--- src/rtl/sdcmd_pkg.sv ---
// Shared command and power-state encodings for the SDRAM command tracker.
// Assumes the strobe triple {ras_n, cas_n, we_n} is used directly as the code.
package sdcmd_pkg;

    typedef enum logic [2:0] {
        CMD_MRS = 3'b000,
        CMD_REF = 3'b001,
        CMD_PRE = 3'b010,
        CMD_ACT = 3'b011,
        CMD_WR  = 3'b100,
        CMD_RD  = 3'b101,
        CMD_BST = 3'b110,
        CMD_NOP = 3'b111
    } cmd_e;

    typedef enum logic [1:0] {
        PWR_ACTIVE = 2'd0,
        PWR_DOWN   = 2'd1,
        PWR_SELF   = 2'd2
    } pwr_e;

endpackage

--- src/rtl/sdcmd_decode.sv ---
// Combinational command decode.
// Turns the strobes into a command code (no-operation when deselected) and
// maps the bank pins to a bank index with the pin order reversed, so the
// lowest bank pin becomes the most significant index bit.
module sdcmd_decode
    import sdcmd_pkg::*;
#(
    parameter int BA_W = 2
) (
    input  logic            cs_n,
    input  logic            ras_n,
    input  logic            cas_n,
    input  logic            we_n,
    input  logic [BA_W-1:0] ba,
    output cmd_e            raw_cmd,
    output logic [BA_W-1:0] bank_idx
);

    // Command code from the strobe triple; deselect reads as no-operation.
    always_comb begin
        if (cs_n) raw_cmd = CMD_NOP;
        else      raw_cmd = cmd_e'({ras_n, cas_n, we_n});
    end

    // Reverse the bank pin order into the bank index.
    for (genvar i = 0; i < BA_W; i++) begin : g_bank_rev
        assign bank_idx[i] = ba[BA_W-1-i];
    end

endmodule

--- src/rtl/sdcmd_power.sv ---
// Low-power state tracker and clock-enable pulse-width monitor.
// Assumes cke is sampled on the same edge as the command strobes. A refresh
// seen together with a falling cke is a self-refresh attempt; any other
// falling cke enters power-down. A high cke sample always returns to active.
module sdcmd_power
    import sdcmd_pkg::*;
(
    input  logic clk,
    input  logic rst_n,
    input  logic cke,
    input  cmd_e raw_cmd,
    input  logic all_idle,
    output pwr_e mode,
    output logic accept,
    output logic sr_try,
    output logic cke_viol
);

    logic cke_d1;
    logic cke_d2;

    // Commands are taken only while active with cke held high.
    assign accept = (mode == PWR_ACTIVE) && cke;
    // Refresh at the edge where cke is first seen low.
    assign sr_try = (mode == PWR_ACTIVE) && !cke && (raw_cmd == CMD_REF);

    // Power-state transitions.
    always_ff @(posedge clk) begin
        if (!rst_n) begin
            mode <= PWR_ACTIVE;
        end else begin
            case (mode)
                PWR_ACTIVE: if (!cke) mode <= (sr_try && all_idle) ? PWR_SELF : PWR_DOWN;
                default:    if (cke)  mode <= PWR_ACTIVE;
            endcase
        end
    end

    // Two-deep cke history and flag for a level that lasted a single sample.
    always_ff @(posedge clk) begin
        if (!rst_n) begin
            cke_d1   <= 1'b1;
            cke_d2   <= 1'b1;
            cke_viol <= 1'b0;
        end else begin
            cke_d1   <= cke;
            cke_d2   <= cke_d1;
            cke_viol <= (cke_d1 != cke_d2) && (cke != cke_d1);
        end
    end


    sr_entry_needs_idle_chk: assert property (@(posedge clk) disable iff (!rst_n)
        (mode == PWR_SELF && $past(mode) == PWR_ACTIVE) |-> $past(all_idle));


    low_power_blocks_accept_chk: assert property (@(posedge clk) disable iff (!rst_n)
        ($past(mode) != PWR_ACTIVE && !$past(cke)) |-> (mode == $past(mode)));

endmodule

--- src/rtl/sdcmd_bank.sv ---
// One bank's open-row record.
// Assumes the caller has already judged legality: open_req arrives only for an
// idle bank. A close clears the row so that an idle bank reports row 0.
module sdcmd_bank #(
    parameter int ROW_W = 13
) (
    input  logic             clk,
    input  logic             rst_n,
    input  logic             open_req,
    input  logic             close_req,
    input  logic [ROW_W-1:0] row_in,
    output logic             is_open,
    output logic [ROW_W-1:0] row_q
);

    // Open-state and row register for this bank.
    always_ff @(posedge clk) begin
        if (!rst_n) begin
            is_open <= 1'b0;
            row_q   <= '0;
        end else if (open_req) begin
            is_open <= 1'b1;
            row_q   <= row_in;
        end else if (close_req) begin
            is_open <= 1'b0;
            row_q   <= '0;
        end
    end


    no_double_open_chk: assert property (@(posedge clk) disable iff (!rst_n)
        open_req |-> !is_open);


    no_open_close_clash_chk: assert property (@(posedge clk) disable iff (!rst_n)
        !(open_req && close_req));

endmodule

--- src/rtl/sdram_cmd_tracker.sv ---
// SDRAM command decoder and per-bank open-row tracker (top level).
// Samples the command pins every rising edge. It judges each accepted command
// against the bank table, updates that table, and registers the decoded fields
// for one cycle. Assumes the precharge/auto-precharge flag sits at address bit
// AP_BIT and that the column field is the low COL_W address bits.
module sdram_cmd_tracker
    import sdcmd_pkg::*;
#(
    parameter int ROW_W  = 13,
    parameter int COL_W  = 9,
    parameter int BA_W   = 2,
    parameter int AP_BIT = 10,
    localparam int NBANK = 1 << BA_W
) (
    input  logic                   clk,
    input  logic                   rst_n,
    input  logic                   cs_n,
    input  logic                   ras_n,
    input  logic                   cas_n,
    input  logic                   we_n,
    input  logic [ROW_W-1:0]       addr,
    input  logic [BA_W-1:0]        ba,
    input  logic                   cke,
    output logic [2:0]             cmd_o,
    output logic [BA_W-1:0]        bank_o,
    output logic [ROW_W-1:0]       row_o,
    output logic [COL_W-1:0]       col_o,
    output logic                   auto_pre_o,
    output logic                   pre_all_o,
    output logic                   illegal_o,
    output logic [1:0]             pwr_mode_o,
    output logic                   cke_viol_o,
    output logic [NBANK-1:0]       bank_open_o,
    output logic [NBANK*ROW_W-1:0] open_rows_o
);

    cmd_e            raw_cmd;
    cmd_e            eff_cmd;
    logic [BA_W-1:0] sel_bank;
    pwr_e            mode_w;
    logic            accept;
    logic            sr_try;
    logic            all_idle;
    logic            sel_open;
    logic            bad;
    logic            is_rw;
    logic            ap_bit;
    logic [NBANK-1:0] open_req;
    logic [NBANK-1:0] close_req;

    sdcmd_decode #(.BA_W(BA_W)) u_decode (
        .cs_n    (cs_n),
        .ras_n   (ras_n),
        .cas_n   (cas_n),
        .we_n    (we_n),
        .ba      (ba),
        .raw_cmd (raw_cmd),
        .bank_idx(sel_bank)
    );

    sdcmd_power u_power (
        .clk     (clk),
        .rst_n   (rst_n),
        .cke     (cke),
        .raw_cmd (raw_cmd),
        .all_idle(all_idle),
        .mode    (mode_w),
        .accept  (accept),
        .sr_try  (sr_try),
        .cke_viol(cke_viol_o)
    );

    assign pwr_mode_o = mode_w;
    assign all_idle   = (bank_open_o == '0);
    assign sel_open   = bank_open_o[sel_bank];
    assign ap_bit     = addr[AP_BIT];

    // Command that takes effect this edge, after power and select gating.
    always_comb begin
        if (accept)      eff_cmd = raw_cmd;
        else if (sr_try) eff_cmd = CMD_REF;
        else             eff_cmd = CMD_NOP;
    end

    assign is_rw = (eff_cmd == CMD_RD) || (eff_cmd == CMD_WR);

    // Legality of the effective command against the bank table.
    always_comb begin
        case (eff_cmd)
            CMD_ACT:         bad = sel_open;
            CMD_RD, CMD_WR:  bad = !sel_open;
            CMD_REF, CMD_MRS: bad = !all_idle;
            default:         bad = 1'b0;
        endcase
    end

    // One record per bank, each with its own open and close strobes.
    for (genvar i = 0; i < NBANK; i++) begin : g_bank
        logic hit;
        assign hit = (sel_bank == BA_W'(i));
        assign open_req[i]  = !bad && (eff_cmd == CMD_ACT) && hit;
        assign close_req[i] = !bad && (((eff_cmd == CMD_PRE) && (ap_bit || hit)) ||
                                       (is_rw && ap_bit && hit));
        sdcmd_bank #(.ROW_W(ROW_W)) u_bank (
            .clk      (clk),
            .rst_n    (rst_n),
            .open_req (open_req[i]),
            .close_req(close_req[i]),
            .row_in   (addr),
            .is_open  (bank_open_o[i]),
            .row_q    (open_rows_o[i*ROW_W +: ROW_W])
        );
    end

    // Registered report of the command accepted at this edge.
    always_ff @(posedge clk) begin
        if (!rst_n || eff_cmd == CMD_NOP) begin
            cmd_o      <= CMD_NOP;
            bank_o     <= '0;
            row_o      <= '0;
            col_o      <= '0;
            auto_pre_o <= 1'b0;
            pre_all_o  <= 1'b0;
            illegal_o  <= 1'b0;
        end else begin
            cmd_o      <= eff_cmd;
            bank_o     <= sel_bank;
            row_o      <= addr;
            col_o      <= addr[COL_W-1:0];
            auto_pre_o <= is_rw && ap_bit && !bad;
            pre_all_o  <= (eff_cmd == CMD_PRE) && ap_bit;
            illegal_o  <= bad;
        end
    end


    illegal_freezes_banks_chk: assert property (@(posedge clk) disable iff (!rst_n)
        illegal_o |-> (bank_open_o == $past(bank_open_o)) && (open_rows_o == $past(open_rows_o)));


    pre_all_closes_chk: assert property (@(posedge clk) disable iff (!rst_n)
        pre_all_o |-> (bank_open_o == '0));


    auto_pre_closes_chk: assert property (@(posedge clk) disable iff (!rst_n)
        auto_pre_o |-> !bank_open_o[bank_o]);


    act_opens_chk: assert property (@(posedge clk) disable iff (!rst_n)
        (cmd_o == CMD_ACT && !illegal_o) |->
            (bank_open_o[bank_o] && open_rows_o[bank_o*ROW_W +: ROW_W] == row_o));


    deselect_holds_chk: assert property (@(posedge clk) disable iff (!rst_n)
        $past(cs_n) |-> ($stable(bank_open_o) && $stable(open_rows_o)));


    illegal_needs_cmd_chk: assert property (@(posedge clk) disable iff (!rst_n)
        illegal_o |-> (cmd_o != CMD_NOP));

endmodule

--- config.mk ---
export PLATFORM = sky130hd
export DESIGN_NAME = sdram_cmd_tracker
export DESIGN_NICKNAME = d
export VERILOG_FILES = /design/src/rtl/sdcmd_pkg.sv /design/src/rtl/sdcmd_decode.sv /design/src/rtl/sdcmd_power.sv /design/src/rtl/sdcmd_bank.sv /design/src/rtl/sdram_cmd_tracker.sv
export SDC_FILE = /design/constraint.sdc
export NUM_CORES = 1
export LEC_CHECK = 0
export BUFFER_PORTS_ARGS = -buffer_cell sky130_fd_sc_hd__buf_2
export CAP_MARGIN = 40
export CORE_AREA = 2 2 111 86
export CTS_CLUSTER_SIZE = 30
export DETAILED_ROUTE_END_ITERATION = 8
export DIE_AREA = 0 0 113 88
export PLACE_DENSITY = 0.56
export SYNTH_ARGS = -nofsm -noshare
export SYNTH_HDL_FRONTEND = slang
export SYNTH_SLANG_ARGS = --single-unit
--- constraint.sdc ---
create_clock -name clk -period 2.7 [get_ports clk]
set_input_delay 0.135 -clock clk [delete_from_list [all_inputs] [get_ports clk]]
set_output_delay 0.135 -clock clk [all_outputs]
set_load 0.005 [all_outputs]
==> results of run 1 <==
-- power by group through the flow --
| stage | Combinational [uW] | Clock [uW] | Sequential (uW) |
|---|---|---|---|
| 2_1_floorplan | 110 | 0 | 1270 |
| 5_1_grt | 217 | 1190 | 1240 |
| 4_1_cts | 196 | 1140 | 1240 |
| 3_5_place_dp | 195 | 0 | 1270 |
| 3_3_place_gp | 192 | 0 | 1270 |
| 6_report | 197 | 1110 | 1240 |
-- registers in the layout, summed over array words and instances, names as in the netlist --
name	flops
auto_pre_o	1
bank_o	2
cmd_o	3
g_bank.u_bank.is_open	4
g_bank.u_bank.row_q	52
illegal_o	1
pre_all_o	1
row_o	13
u_power.cke_d1	1
u_power.cke_d2	1
u_power.cke_viol	1
u_power.mode	2
-- final cells by class --
type	instances	area (um2)
Fill cell	876	4980
Sequential cell	82	1640
Multi-Input combinational cell	207	1210
Timing Repair Buffer	117	603
Clock buffer	12	256
Tap cell	112	140
Clock inverter	3	15.0
Inverter	4	15.0
-- cells in the mapped netlist, drive strengths merged, types with 2 or more instances --
master / number
a211oi: 3
a21oi: 2
a31oi: 5
and2: 15
and3b: 2
and4: 2
buf: 21
clkbuf: 11
dfxtp: 82
ha: 2
inv: 4
nand2: 72
nand2b: 3
nand3: 2
nand3b: 3
nand4: 2
nor2: 8
nor2b: 2
nor3: 2
nor3b: 2
nor4: 4
o21a: 2
o21ai: 7
o22ai: 52
or2: 3
-- worst max-delay path: cells and delay by family, from the launching register on --
kind	cells	cell delay, ps
and+or+nand+nor	4	1670
DFF	1	330
AOI/OAI and AO/OA	1	250
adders and majority gates	1	190
-- cells by family (layout without fill, tap and decap cells) --
group	after synthesis	in the layout
compound gates	78	78
fa+ha+maj	2	2
buf+inv	36	136
flops	82	82
mux	1	1
simple gates	126	126
-- stage by stage --
stage / cell area, um2 / std cells / total power, uW / hold slack [ps] / setup WS [ps]
after floorplan: 3050 / 325 / 1380 / 235 / 292
after global placement: 3610 / 522 / 1460 / 359 / 270
after detailed placement: 3610 / 522 / 1460 / 359 / 183
after CTS: 3880 / 537 / 2580 / 13.7 / 165
after global routing: 3880 / 537 / 2650 / 21.2 / 9.68
final: 3880 / 537 / 2550 / 23.4 / 166
-- final timing paths --
check             slack, ps                                 endpoint                                     from  cells past startpoint
setup / recovery        170  g_bank[2].u_bank.row_q[10]$_SDFFE_PN0P_             u_power.mode[0]$_SDFFE_PN0P_                      6
hold / removal           20                      row_o[7]$_SDFF_PP0_                                  addr[7]                      2
setup reg to reg        170  g_bank[2].u_bank.row_q[10]$_SDFFE_PN0P_             u_power.mode[0]$_SDFFE_PN0P_                      6
hold reg to reg         470  g_bank[3].u_bank.row_q[12]$_SDFFE_PN0P_  g_bank[3].u_bank.row_q[12]$_SDFFE_PN0P_                      2
-- routing by layer --
layer	wire (um)	vias up	global-route usage, %
met5	0	-	0
met4	74	0	5.10
met3	635	6	5.67
met2	3450	109	22.9
met1	4550	1254	25.8
li1	-	1325	-
==> flow_summary_export.csv, run 1 <==
group,metric,value,unit
outcome,status,"finished, violations left",
outcome,violations,"design-rule violations",
floorplan,dieHeight,88,um
global_route,grt_start_max_net_pins,53,
synth,yosysSeqAreaShare,53.8,%
cts,cts.sinks,82,
synth,synth_warnings,0,
run,cap_violations,0,
pwr,internal_power,1970,uW
routing,via_per_inst,5.02,
floorplan,initial_core_util,34.4,%
final_layout,final_cell_mix,"110 x buf_2, 82 x dfxtp_1, 72 x nand2_1, 52 x o22ai_1, 15 x and2_1",
place,portBuffers,110,
synth,async_reset_ff_share,0,%
routing,vias,2694,
sta,clock.fmax,395,MHz
synth,syn_area,3050,um2
worst_setup_path,crit_slowest_cell,"or3_1",
worst_setup_path,cp_max_fo,13,
cts,h-tree-depth,3,
cts,post-cts-setup-buffers,0,
cts,clockBufferDepth,2,
sta,fin_crit_sh,93.8,%
global_route,gr-total-overflow,0,
sta,tns,0,ps
sta,rsz0062_at_grt,"false",
worst_setup_path,cp_data_required_time,2940,ps
worst_setup_path,arrival,2780,ps
sta,min_period,2530,ps
cts,cts_root_buffer,"clkbuf_16",
synth,yosys_register_bits,82,
synth,synth_edf_count,0,
floorplan,io_pins,111,
cts,cts_resized,0,
routing,drt-total-wl,8.71,mm
floorplan,die_area,9940,um2
hold_path,worstHoldPathType,"input pin to flip-flop",
synth,synth_xor_area_share,0,%
cts,clk_latency,330,ps
sta,fin_skew,5.94,ps
sta,hold_viol,0,
routing,detail-route-antenna-nets,0,
worst_setup_path,end_kind,"flip-flop",
worst_setup_path,crit_type,"flip-flop to flip-flop",
worst_setup_path,cp-start-kind,"flip-flop",
pwr,seq_power_share,48.7,%
worst_setup_path,path_cells,"nor2_1 -> ha_1 -> or3b_2 -> or3_1 -> or2_1 -> o22ai_1",
final_layout,area_growth,27.2,%
synth,synth-simple-area-share,20.1,%
synth,synth_cell_types,40,
place,dp_hpwl,6.19,mm
sta,drv_slew,0,
synth,synth_top_family_by_area,"simple AND/OR/NAND/NOR gates",
worst_setup_path,cp_slowest_stage_delay,530,ps
pwr,p_sw_share,22.8,%
synth,netlist_instances,325,
pwr,ir_drop,282,uV
floorplan,die_w,113,um
global_route,grt_use_total,17.1,%
sta,relSlewSlack,43.4,%
global_route,grt_pass1_vias,2424,
sta,setup_viol,0,
synth,synthDominantCellAreaShare,53.8,%
synth,syn_area_per_cell,9.38,um2
routing,drcViolationCount,11,
pwr,pwr-share-clk,43.5,%
routing,drt_iter0_drc,161,
cts,tritoncts,"yes",
final_layout,drive_above_1_share,32.7,%
synth,synth_fa_ha_area_share,0.821,%
synth,syn_nets,349,
global_route,grt_pass1_wl,13.2,mm
sta,tightestPinTransition,844,ps
cts,cts_buffers,9,
final_layout,mostFrequentLayoutCell,"buf_2",
floorplan,rows,30,
pwr,power_switching,582,uW
pwr,p_per_area,657,nW/um2
place,routabilityCongestion,0.874,
synth,synth_compound_area_share,17.4,%
final_layout,fin_util,43.8,%
synth,synth_area_leader_cell,"dfxtp_1",
synth,synth_area_leaders,"dfxtp_1 54%, o22ai_1 11%, nand2_1 8.9%, buf_4 3.2%, and2_1 3.1%",
synth,synthFlopType,"dfxtp_1",
cts,cts_hold_buf,0,
floorplan,core,8860,um2
routing,dr.pass1.iters,6,
final_layout,diodes,0,
routing,wl_per_cell,16.2,um
synth,synth_mux_area_share,0.739,%
pwr,p_comb_share,7.7,%
pwr,p_leak,0.00175,uW
final_layout,nets,445,
global_route,antenna_found_initial,0,
cts,clk_pin_slew,60,ps
No activity file was read; power rests on OpenSTA's default activity.
==> inputs of run 2 (changes only) <==
- ABC_AREA: default -> 1
- CORE_AREA: 2 2 111 86 -> 2 2 103 80
- DIE_AREA: 0 0 113 88 -> 0 0 105 82
- PLACE_DENSITY: 0.56 -> 0.75
==> run 2 against run 1 <==
Net effect: the flow now finishes without violations; non-clock buffer count decreased by 5; sequential power about the same; critical path depth increased by 5; first-iteration DRC count decreased by 3.7%; register-to-register slack improved by 490 ps; design area increased by 15%; total power decreased by 7.5%; sequential share of layout area decreased by 5.5 points; combinational power increased by 34%; critical path type unchanged.
==> flow_summary_export.csv, run 2 <==
group,metric,value,unit
routing,detail-route-antenna-nets,0,
global_route,grt_pass1_vias,2908,
synth,synth_edf_count,0,
worst_setup_path,crit_buf_inv,1,
floorplan,dieHeight,82,um
worst_setup_path,path_cells,"nor2_1 -> ha_1 -> inv_2 -> nor2_2 -> nand2_2 -> nor2_4 -> nand2_1 -> o21ai_2 -> nand3_4 -> nand3_1 -> a21oi_2",
routing,vias,3098,
final_layout,drive_above_1_share,49.6,%
hold_path,worstHoldPathType,"input pin to flip-flop",
worst_setup_path,ff2ff_path_depth,11,
cts,tritoncts,"yes",
worst_setup_path,crit_type,"flip-flop to flip-flop",
worst_setup_path,cp.depth,11,
sta,fin_crit_sh,75.8,%
worst_setup_path,arrival,2280,ps
worst_setup_path,cp_slowest_stage_delay,340,ps
worst_setup_path,crit_slowest_cell,"dfxtp_1",
routing,via_per_inst,5.02,
sta,min_period,2050,ps
final_layout,nets,531,
worst_setup_path,end_kind,"flip-flop",
final_layout,nFillCells,735,
sta,relSlewSlack,73.3,%
pwr,p_leak,0.00191,uW
pwr,p_per_area,529,nW/um2
synth,async_reset_ff_share,0,%
routing,wl_per_cell,14.5,um
floorplan,die_w,105,um
worst_setup_path,cp-start-kind,"flip-flop",
worst_setup_path,cp_max_fo,14,
global_route,gr-total-overflow,0,
synth,syn_nets,441,
synth,synth_warnings,0,
synth,netlist_instances,417,
global_route,antenna_found_initial,0,
place,portBuffers,110,
global_route,grt_use_total,21.7,%
global_route,grt_pass1_wl,14.6,mm
pwr,ir_drop,233,uV
synth,yosys_register_bits,82,
global_route,grt_start_max_net_pins,25,
cts,cts_resized,0,
routing,dr.pass1.iters,4,
synth,synthDominantCellAreaShare,42.8,%
final_layout,regMostFlops,"g_bank.u_bank.row_q",
cts,clockBufferDepth,2,
sta,tightestPinTransition,400,ps
hold_path,holdPathStages,2,
cts,cts.sinks,82,
run,cap_violations,0,
final_layout,area_growth,16.0,%
cts,cts_root_buffer,"clkbuf_8",
synth,synth_cell_types,31,
final_layout,mostFrequentLayoutCell,"buf_2",
place,routabilityCongestion,0.847,
final_layout,largest_reg_flops,52,
place,dp_hpwl,6.70,mm
synth,synth_area_leaders,"dfxtp_1 43%, a21oi_2 10%, nand3_2 9.6%, nand2_1 7.6%, buf_4 3.3%",
synth,syn_area,3840,um2
synth,synth_most_common_cell,"dfxtp_1",
routing,drt_iter0_drc,155,
cts,clk_pin_slew,80,ps
sta,fin_skew,8.05,ps
synth,synth_area_leader_cell,"dfxtp_1",
outcome,status,"complete, no violations",
routing,drt-total-wl,8.97,mm
sta,tns,0,ps
floorplan,core,7640,um2
floorplan,initial_core_util,50.3,%
synth,yosysSeqAreaShare,42.8,%
cts,cts_hold_buf,0,
sta,hold_viol,0,
synth,synthFlopType,"dfxtp_1",
sta,rsz0062_at_grt,"false",
final_layout,largest_registers,"g_bank.u_bank.row_q x52, row_o x13, g_bank.u_bank.is_open x4",
place,dp_cells,601,
cts,h-tree-depth,3,
routing,drcViolationCount,0,
final_layout,stdcell_count,617,
floorplan,die_area,8610,um2
final_layout,final_cell_mix,"110 x buf_2, 82 x dfxtp_1, 78 x nand2_1, 45 x a21oi_2, 37 x nand3_2",
floorplan,io_pins,111,
synth,yosys-top-cells-count,"82 x dfxtp_1, 78 x nand2_1, 45 x a21oi_2",
sta,drv_slew,0,
final_layout,diodes,0,
cts,cts_buffers,9,
cts,clk_latency,350,ps
worst_setup_path,cp_data_required_time,2930,ps
cts,post-cts-setup-buffers,0,
sta,setup_viol,0,
worst_setup_path,cpLargestDelayFamily,"simple AND/OR/NAND/NOR gates",
synth,syn_area_per_cell,9.21,um2
sta,clock.fmax,488,MHz
floorplan,rows,28,
[run 2: changes by cell type after synthesis, moves of 7 or more]
| cell | delta |
|---|---|
| and2_1 | -15 |
| inv_1 | +24 |
| nor2_1 | +19 |
| nand2_2 | +8 |
| o22ai_1 | -52 |
| a21oi_2 | +45 |
| nand3_2 | +37 |
| nand3_1 | +17 |
| a21oi_1 | +13 |
| nand2_4 | +7 |
[run 2: final cells by class]
class	count	area, um2	area share, %
multi-input cells	264	1760	39.4
flip-flops and latches	82	1640	36.8
repair buffers	112	578	13.0
clock buffers	12	165	3.71
inverters	38	158	3.54
well taps	105	131	2.95
clock inverters	4	25.0	0.562
[run 2: layer usage]
metal  global-route usage (%)  share of wire, %
met5                        0                 0
met4                     5.33               1.1
met3                     6.19               7.5
met2                     35.3                46
met1                     28.9                46
[run 2: worst paths after layout]
check / from / end / slack, ps
setup / recovery: u_power.mode[0]$_SDFFE_PN0P_ / g_bank[0].u_bank.row_q[3]$_SDFFE_PN0P_ / 650
hold / removal: rst_n / cmd_o[0]$_SDFF_PP1_ / 10
setup reg to reg: u_power.mode[0]$_SDFFE_PN0P_ / g_bank[0].u_bank.row_q[3]$_SDFFE_PN0P_ / 650
hold reg to reg: u_power.cke_d1$_SDFF_PN1_ / u_power.cke_d2$_SDFF_PN1_ / 470
[run 2: report_power, final]
group	internal, uW	leakage [uW]	switching [uW]
logic	87.3	0.00116	176
clock network	406	0.0000944	435
registers	1240	0.000663	14.4
[run 2: stage by stage]
step                      setup slack (ps)  power (uW)  area [um2]  utilization (%)  hold slack, ps
after floorplan                        890        1460        3840                -             204
after global placement                 745        1540        4270             55.8             382
after detailed placement               655        1540        4270             55.8             379
after CTS                              633        2370        4460             58.3            5.06
after global routing                   487        2470        4460             58.3            30.5
final                                  653        2360        4460             58.3            15.0
[run 2: logic make-up (layout without fill, tap and decap cells)]
| group | count (synthesis) | in the layout | share of synthesized area [%] |
|---|---|---|---|
| flip-flops | 82 | 82 | 42.7 |
| AND/OR/NAND/NOR | 194 | 194 | 31.3 |
| AO/OA/AOI/OAI | 68 | 68 | 13.8 |
| buffers and inverters | 71 | 166 | 11.5 |
| adder cells (fa/ha/maj) | 2 | 2 | 0.652 |
